--- config.mk ---
export PLATFORM = sky130hd
export DESIGN_NAME = pep_pulse_ctrl
export DESIGN_NICKNAME = d
export VERILOG_FILES = /design/src/rtl/pep_pkg.sv /design/src/rtl/pep_time_lut.sv /design/src/rtl/pep_ms_timer.sv /design/src/rtl/pep_pulse_ctrl.sv
export SDC_FILE = /design/constraint.sdc
export NUM_CORES = 1
export LEC_CHECK = 0
export BUFFER_PORTS_ARGS = -buffer_cell sky130_fd_sc_hd__buf_2
export CORE_ASPECT_RATIO = 1.4
export CORE_UTILIZATION = 30
export CTS_CLUSTER_DIAMETER = 50
export DETAILED_ROUTE_END_ITERATION = 8
export GPL_TIMING_DRIVEN = 0
export PLACE_DENSITY_LB_ADDON = 0.2
export REMOVE_ABC_BUFFERS = 1
export SLEW_MARGIN = 10
export SYNTH_ARGS = -nofsm -noshare
export SYNTH_HDL_FRONTEND = slang
export SYNTH_SLANG_ARGS = --single-unit
--- constraint.sdc ---
create_clock -name clk -period 2.3 [get_ports clk]
set_input_delay 0.23 -clock clk [delete_from_list [all_inputs] [get_ports clk]]
set_output_delay 0.23 -clock clk [all_outputs]
set_load 0.02 [all_outputs]
--- src/rtl/pep_pkg.sv ---
package pep_pkg;

    localparam int CODE_W = 3;
    localparam int MS_W   = 10;

    typedef enum logic [1:0] {
        ST_IDLE   = 2'd0,
        ST_ARM    = 2'd1,
        ST_PULSE  = 2'd2,
        ST_FINISH = 2'd3
    } pep_state_e;

    // Bulk-erase durations in ms; unused codes fall back to the longest safe time
    function automatic logic [MS_W-1:0] erase_ms(input logic [CODE_W-1:0] code);
        logic [MS_W-1:0] v;
        case (code)
            3'd0:    v = MS_W'(100);
            3'd1:    v = MS_W'(150);
            3'd2:    v = MS_W'(200);
            3'd3:    v = MS_W'(250);
            3'd4:    v = MS_W'(300);
            3'd5:    v = MS_W'(400);
            default: v = MS_W'(500);
        endcase
        return v;
    endfunction

    // Block-program durations in ms
    function automatic logic [MS_W-1:0] prog_ms(input logic [CODE_W-1:0] code);
        logic [MS_W-1:0] v;
        case (code)
            3'd0:    v = MS_W'(20);
            3'd1:    v = MS_W'(30);
            3'd2:    v = MS_W'(50);
            3'd3:    v = MS_W'(75);
            3'd4:    v = MS_W'(100);
            3'd5:    v = MS_W'(150);
            default: v = MS_W'(200);
        endcase
        return v;
    endfunction

endpackage

--- src/rtl/pep_time_lut.sv ---
module pep_time_lut
    import pep_pkg::*;
(
    input  logic              sel_erase,
    input  logic [CODE_W-1:0] erase_code,
    input  logic [CODE_W-1:0] prog_code,
    output logic [MS_W-1:0]   pulse_ms
);

    localparam int DEPTH = 1 << CODE_W;

    logic [MS_W-1:0] erase_tab [DEPTH];
    logic [MS_W-1:0] prog_tab  [DEPTH];

    for (genvar g = 0; g < DEPTH; g++) begin : g_tab
        assign erase_tab[g] = erase_ms(CODE_W'(g));
        assign prog_tab[g]  = prog_ms(CODE_W'(g));
    end

    assign pulse_ms = sel_erase ? erase_tab[erase_code] : prog_tab[prog_code];

endmodule

--- src/rtl/pep_ms_timer.sv ---
module pep_ms_timer #(
    parameter int CLKS_PER_MS = 50000,
    parameter int MS_W        = 10
) (
    input  logic            clk,
    input  logic            rst_n,
    input  logic            load,
    input  logic [MS_W-1:0] load_ms,
    input  logic            run,
    output logic            expire
);

    localparam int PW = (CLKS_PER_MS > 1) ? $clog2(CLKS_PER_MS) : 1;
    localparam logic [PW-1:0] LAST = PW'(CLKS_PER_MS - 1);

    logic [PW-1:0]   pre_q;
    logic [MS_W-1:0] ms_left_q;
    logic            ms_edge;

    assign ms_edge = (pre_q == LAST);
    assign expire  = run && ms_edge && (ms_left_q == MS_W'(1));

    always_ff @(posedge clk) begin
        if (!rst_n) begin
            pre_q     <= '0;
            ms_left_q <= '0;
        end else if (load) begin
            pre_q     <= '0;
            ms_left_q <= load_ms;
        end else if (run) begin
            if (ms_edge) begin
                pre_q     <= '0;
                ms_left_q <= ms_left_q - MS_W'(1);
            end else begin
                pre_q <= pre_q + PW'(1);
            end
        end
    end

endmodule

--- src/rtl/pep_pulse_ctrl.sv ---
module pep_pulse_ctrl
    import pep_pkg::*;
#(
    parameter int CLKS_PER_MS = 50000
) (
    input  logic              clk,
    input  logic              rst_n,
    input  logic              hv_on,
    input  logic              setup_done,
    input  logic              req_prog,
    input  logic              req_erase,
    input  logic [CODE_W-1:0] erase_code,
    input  logic [CODE_W-1:0] prog_code,
    output logic              strobe_n,
    output logic              busy,
    output logic              done
);

    pep_state_e        state_q, state_d;
    logic              accept;
    logic              kind_erase_q;
    logic [CODE_W-1:0] ecode_q, pcode_q;
    logic [MS_W-1:0]   pulse_ms;
    logic              tmr_load, tmr_run, tmr_expire;

    assign accept = (state_q == ST_IDLE) && hv_on && setup_done && (req_prog || req_erase);

    // Operation and codes are captured at acceptance; erase wins a tie
    always_ff @(posedge clk) begin
        if (!rst_n) begin
            kind_erase_q <= 1'b0;
            ecode_q      <= '0;
            pcode_q      <= '0;
        end else if (accept) begin
            kind_erase_q <= req_erase;
            ecode_q      <= erase_code;
            pcode_q      <= prog_code;
        end
    end

    pep_time_lut u_lut (
        .sel_erase  (kind_erase_q),
        .erase_code (ecode_q),
        .prog_code  (pcode_q),
        .pulse_ms   (pulse_ms)
    );

    pep_ms_timer #(
        .CLKS_PER_MS (CLKS_PER_MS),
        .MS_W        (MS_W)
    ) u_timer (
        .clk     (clk),
        .rst_n   (rst_n),
        .load    (tmr_load),
        .load_ms (pulse_ms),
        .run     (tmr_run),
        .expire  (tmr_expire)
    );

    // Next-state logic
    always_comb begin
        state_d = state_q;
        unique case (state_q)
            ST_IDLE:   if (accept) state_d = ST_ARM;
            ST_ARM:    state_d = hv_on ? ST_PULSE : ST_IDLE;
            ST_PULSE: begin
                if (!hv_on)          state_d = ST_IDLE;
                else if (tmr_expire) state_d = ST_FINISH;
            end
            ST_FINISH: state_d = ST_IDLE;
            default:   state_d = ST_IDLE;
        endcase
    end

    // State register
    always_ff @(posedge clk) begin
        if (!rst_n) state_q <= ST_IDLE;
        else        state_q <= state_d;
    end

    // Outputs decoded from state
    always_comb begin
        strobe_n = 1'b1;
        busy     = 1'b0;
        done     = 1'b0;
        tmr_load = 1'b0;
        tmr_run  = 1'b0;
        unique case (state_q)
            ST_IDLE: ;
            ST_ARM: begin
                busy     = 1'b1;
                tmr_load = 1'b1;
            end
            ST_PULSE: begin
                busy     = 1'b1;
                strobe_n = 1'b0;
                tmr_run  = 1'b1;
            end
            ST_FINISH: begin
                busy = 1'b1;
                done = 1'b1;
            end
            default: ;
        endcase
    end

endmodule

Yosys cells after proc, flatten, opt, wreduce, memory -nomap -nowiden
Memories as Yosys holds them, arrays and structs flattened.
Index checks and enable logic that the tools add are counted.
Widths: inputs -> output; s select.
Operators by class
  reduce and logical (&&, ||, !) cells: 13
  div/mod/pow operators: 0
  equality and inequality tests: 7
  multiply operators: 0
  mux-type cells: 19
  bitwise operators: 3
  order comparisons: 2
  $add $sub $neg: 2
  shifts and indexed selects: 0
Operator list (count)
  $mux 10: 8
  $add 16x1->16 const B: 1
  $eq 16x16->1 const B: 1
  $mux 16: 1
  $eq 10x1->1 const B: 1
  $sub 10x1->10 const B: 1
  $ge 4x4->1 const B: 2
  $mux 2: 4
  $not 3->4: 2
  $pmux 2 s4: 1
  $logic_and 1x1->1: 5
  $mux 1: 5
  $eq 2x2->1 const B: 2
  $reduce_and 2->1: 2
  $reduce_bool 2->1: 2
  $ne 3x3->1 const B: 1
  $reduce_or 3->1: 1
  $eq 2x1->1 const B: 1
  $logic_not 2->1: 1
  $ne 2x2->1 const B: 1
  $reduce_or 2->1: 1
  $logic_or 1x1->1: 1
  $not 1->1: 1
Storage, ports and cells
  RAM bits: 0
  latch bits: 0
  output and inout bits: 3
  memories: 2
  logic and storage cells: 54
  input port bits: 12
  flip-flop bits (word level): 35
  ROM bits: 160
Memory list
  (name not given): depth 8, bits a word 10, rd ports 1, clocked after memory_dff 0, wr ports 0, RTL line pep_time_lut.sv:20  | assign pulse_ms = sel_erase ? erase_tab[erase_code] : prog_tab[prog_code];
  (name not given): depth 8, bits a word 10, rd ports 1, clocked after memory_dff 0, wr ports 0, RTL line pep_time_lut.sv:20

Depth between registers and ports, before layout
  depth in word-level cells: 7
  mapped depth: 9

Hierarchy
A second synthesis with hierarchy kept.
Second synthesis, totals
  cells, all modules: 234
  area total of the unflattened synthesis: 1985.7 um^2
Modules (own cells, without submodules)
  pep_ms_timer: cells an instance 153, instances 1, seq. area each 520.5 um^2, area an instance 1331.3 um^2
  pep_pulse_ctrl: cells an instance 44, instances 1, seq. area each 180.2 um^2, area an instance 410.4 um^2
  pep_time_lut: cells an instance 37, instances 1, seq. area each 0.0 um^2, area an instance 244.0 um^2

Worst setup path before layout
No wires, ideal clock.
  path type: reg2reg
  start: reg u_timer.pre_q[11]
  end: reg u_timer.ms_left_q[9]
  required time: 2.184 ns
  path buffers: 0
  slack: 0.405 ns
  cell stages (with the launch flop): 6
  period minus slack after synthesis: 1.895 ns
  arrival: 1.779 ns
  library setup time: 0.116 ns
  cells stage by stage: dfxtp_1 -> or4b_4 -> nor4_4 -> o21ai_2 -> o31a_1 -> o211a_1
Between the ends
  longest elaborated chain between the ends: 3
RTL lines
  start: declaration: RTL line pep_ms_timer.sv:16  | logic [PW-1:0] pre_q;
  start signal: assignment: RTL line pep_ms_timer.sv:35  | pre_q <= pre_q + PW'(1);
  $eq 16x16->1: RTL line pep_ms_timer.sv:20  | assign ms_edge = (pre_q == LAST);
  $reduce_bool 2->1 (no source line)
  $reduce_and 2->1 (no source line)
  end signal: assignment: RTL line pep_ms_timer.sv:29  | ms_left_q <= load_ms;
  end signal: assignment: RTL line pep_ms_timer.sv:33  | ms_left_q <= ms_left_q - MS_W'(1);
  end: declaration: RTL line pep_ms_timer.sv:17  | logic [MS_W-1:0] ms_left_q;
No other way between the ends.
A chain may end at the register's enable or synchronous reset.

Worst setup path in the final report
  start: reg u_timer.pre_q[6]
  end: reg state_q[0]
Between the ends
  longest elaborated chain between the ends: 5
RTL lines
  $eq 16x16->1: RTL line pep_ms_timer.sv:20
  $logic_and 1x1->1 (2 in a row): RTL line pep_ms_timer.sv:21  | assign expire = run && ms_edge && (ms_left_q == MS_W'(1));
  $ne 3x3->1 (no source line)
  $reduce_and 2->1 (no source line)
  end signal: assignment: RTL line pep_pulse_ctrl.sv:78  | else state_q <= state_d;
  end: declaration: RTL line pep_pulse_ctrl.sv:19  | pep_state_e state_q, state_d;
No other way between the ends.

==> run_results.csv <==
group,metric,value,unit
route,drc,0,
setup_path,critPathKind,"reg -> reg",
placement,portBuffers,14,
cells_and_area,diodes,0,
min_path,hp-class,"in -> reg",
timing,slew-limit-headroom,36.40,%
setup_path,crit_fanout,6,
route,via_per_inst,4.905,
synth,syn_avg_cell_area,8.397,um^2
cells_and_area,drive_above_1_share,14.40,%
route,first_iter_violations,61,
synth,async_flop_share,0,%
cells_and_area,regArea,700.7,um^2
floorplanning,start_util,31.24,%
placement,place_ws,-70.56,ps
synth,synth-edff-count,0,
cts,cts_max_path_buffers,2,
floorplanning,die_area,7226,um^2
floorplanning,core,6613,um^2
cts,cts-root-buf,"clkbuf_8",
route,drt_wl_total,4563,um
floorplanning,chipHeight,100.2,um
synth,synth.top_cell.area_share,33.92,%
cts,cts-hold-fix-buffers,0,
route,ant_nets,0,
cells_and_area,stdcell_count,349,
setup_path,cpPeakStageDelay,510,ps
cells_and_area,nFillCells,695,
synth,yosysWarningCount,0,
cells_and_area,layout.nets,279,
cts,htree_num_levels,2,
timing,period_needed,2209,ps
cells_and_area,layout_commonest_cell,"nor2_1",
timing,setup_viol,0,
cts,tritoncts,"built",
grt,grt_usage,13.47,%
synth,synth_flop_cell,"dfxtp_1",
synth,yosys-top-cells-area,"dfxtp_1 (34%), nor2_1 (7.1%), ha_1 (6.7%), mux2i_1 (5.8%), nand2_1 (3.6%)",
timing,final.setup.worst_slack,91.06,ps
placement,dp_cells,339,
placement,placed_area,2175,um^2
cts,clk_pin_slew,70,ps
setup_path,worst_path_most_repeated_cell,"buf_4",
synth,syn_inst,246,
route,avgRoutedWirePerCell,13.07,um
grt,grt_max_degree,32,
floorplanning,rows,35,
timing,hold_viol_final,0,
floorplanning,die_w,72.13,um
grt,grt_pass1_wl,7734,um
synth,ys_seq_area_share,33.92,%
setup_path,cp-end-kind,"flop",
placement,place_congestion,0.7543,
pwr,p_per_area,656.8,nW/um^2
timing,slew_viol_final,0,
cts,insertion_delay,280,ps
setup_path,crit_arrival,2410,ps
timing,timing.final.crit_share,96.04,%
grt,grt_pass1_vias,1696,
cells_and_area,synthToLayoutAreaGrowth,10.60,%
cells_and_area,multi_input_area,1254,um^2
placement,place_hpwl,3229,um
pwr,p_leak,0.8937,nW
cells_and_area,final_cell_mix,"nor2_1 (39), dfxtp_1 (35), nand2_1 (20)",
synth,synth_top_cell_by_area,"dfxtp_1",
grt,grt-ovfl-total,0,
route,vias,1712,
synth,ys_types,52,
timing,worstMarginPinSlew,947.6,ps
synth,ys_ff_latch,35,
setup_path,startpoint_type,"flop",
run_status,status,"finished clean",
setup_path,cp.required,2500,ps
route,drt_pass1_iterations,4,
cells_and_area,fin_area,2285,um^2
timing,max_freq,452.7,MHz
grt,antenna_found_initial,0,
floorplanning,io_pins,15,
setup_path,slowest_stage,"or4b_1",
pwr,irDropWorstVdd,287.1,uV
synth,syn-cell-area,2066,um^2
timing,whs,173.4,ps
setup_path,cp_cell_sequence,"or4b_1 > nor4_4 > buf_4 > buf_4 > nand4_1 > a32o_2 > a211oi_2",
cts,cts_sinks,35,
flow_run,cap_violations,0,
timing,skew,6.210,ps
cts,cts_buffers,5,
[cells in the mapped netlist (all sizes together) (2+ instances only)]
cell and n:
ha 11, a31oi 2, or4 2, or3 3, clkbuf 8, nor2b 3
xnor2 7, mux2i 12, o211ai 4, buf 5, and3 2, or4b 3
o211a 2, a211o 2, nor3 5, nand3 9, nand2 20, nand4b 2
inv 11, dfxtp 35, nor4 8, a22oi 3, nand4 4, nor2 39
a21oi 6, o2111ai 2, o21ai 12, xor2 8, o31ai 2, and4 2
[power breakdown]
group | total, mW | switching [mW] | internal, mW
logic | 0.389 | 0.231 | 0.158
registers | 0.675 | 0.0403 | 0.635
clock network | 0.436 | 0.225 | 0.212
total | 1.50 | 0.496 | 1.00
[metal layers]
| layer | share of wire (%) | wire, um | vias to the layer above | track usage [%] |
|---|---|---|---|---|
| met3 | 2.5 | 114 | 2 | 3.112 |
| met1 | 45 | 2059 | 795 | 15.15 |
| li1 | - | - | 899 | - |
| met2 | 52 | 2364 | 16 | 24.95 |
| met4 | 0.55 | 25 | 0 | 3.620 |
| met5 | 0 | 0 | - | 0 |
[state kept, by name (all words and copies together) (netlist names)]
register	cells
state_q	2
kind_erase_q	1
u_timer.pre_q	16
ecode_q	3
u_timer.ms_left_q	10
pcode_q	3
[worst paths after layout]
path | to | slack [ps] | startpoint | cells after the start
max | state_q[0] | 90 | u_timer.pre_q[6] | 7
min | ecode_q[0] | 170 | erase_code[0] | 3
max reg2reg | state_q[0] | 90 | u_timer.pre_q[6] | 7
min reg2reg | u_timer.ms_left_q[8] | 490 | u_timer.ms_left_q[8] | 2
[per-stage QoR]
step | power (mW) | util [%] | TNS [ps]
2_1_floorplan | 0.9722 | - | 0
3_3_place_gp | 1.074 | 32.89 | -102.6
3_5_place_dp | 1.071 | 32.89 | -70.56
4_1_cts | 1.515 | 34.21 | 0
5_1_grt | 1.605 | 34.55 | -4.474
6_report | 1.501 | 34.55 | 0
[cell type report]
class                   count  area share, %
multi-input cells         186          54.87
flip-flops and latches     35          30.67
well taps                  92          5.038
repair buffers             16          3.724
clock buffers               6          3.176
inverters                  12          1.972
clock inverters             2         0.5476
[kinds of logic (layout without fill, tap and decap cells)]
kind of cell	Yosys count	after routing	synth area share, %
adders and majority gates	11	11	6.663
DFF	35	35	33.92
muxes	12	12	5.815
AOI/OAI and AO/OA	43	43	14.90
buffers and inverters	25	36	5.875
xor gates and xnor gates	15	15	6.360
and+or+nand+nor	105	105	26.47
[worst max-delay path, delay by kind of cell (launching register included)]
family	cells	cell delay, ps
buf+inv	2	290
compound gates	2	530
simple gates	3	900
flops	1	410
[repair_timing]
item,in CTS,in global routing
pin swaps,0,1
endpoints found under the setup margin,1,1
buffers inserted,0,2
resized for setup,1,1
No activity file was read; power rests on OpenSTA's default activity.
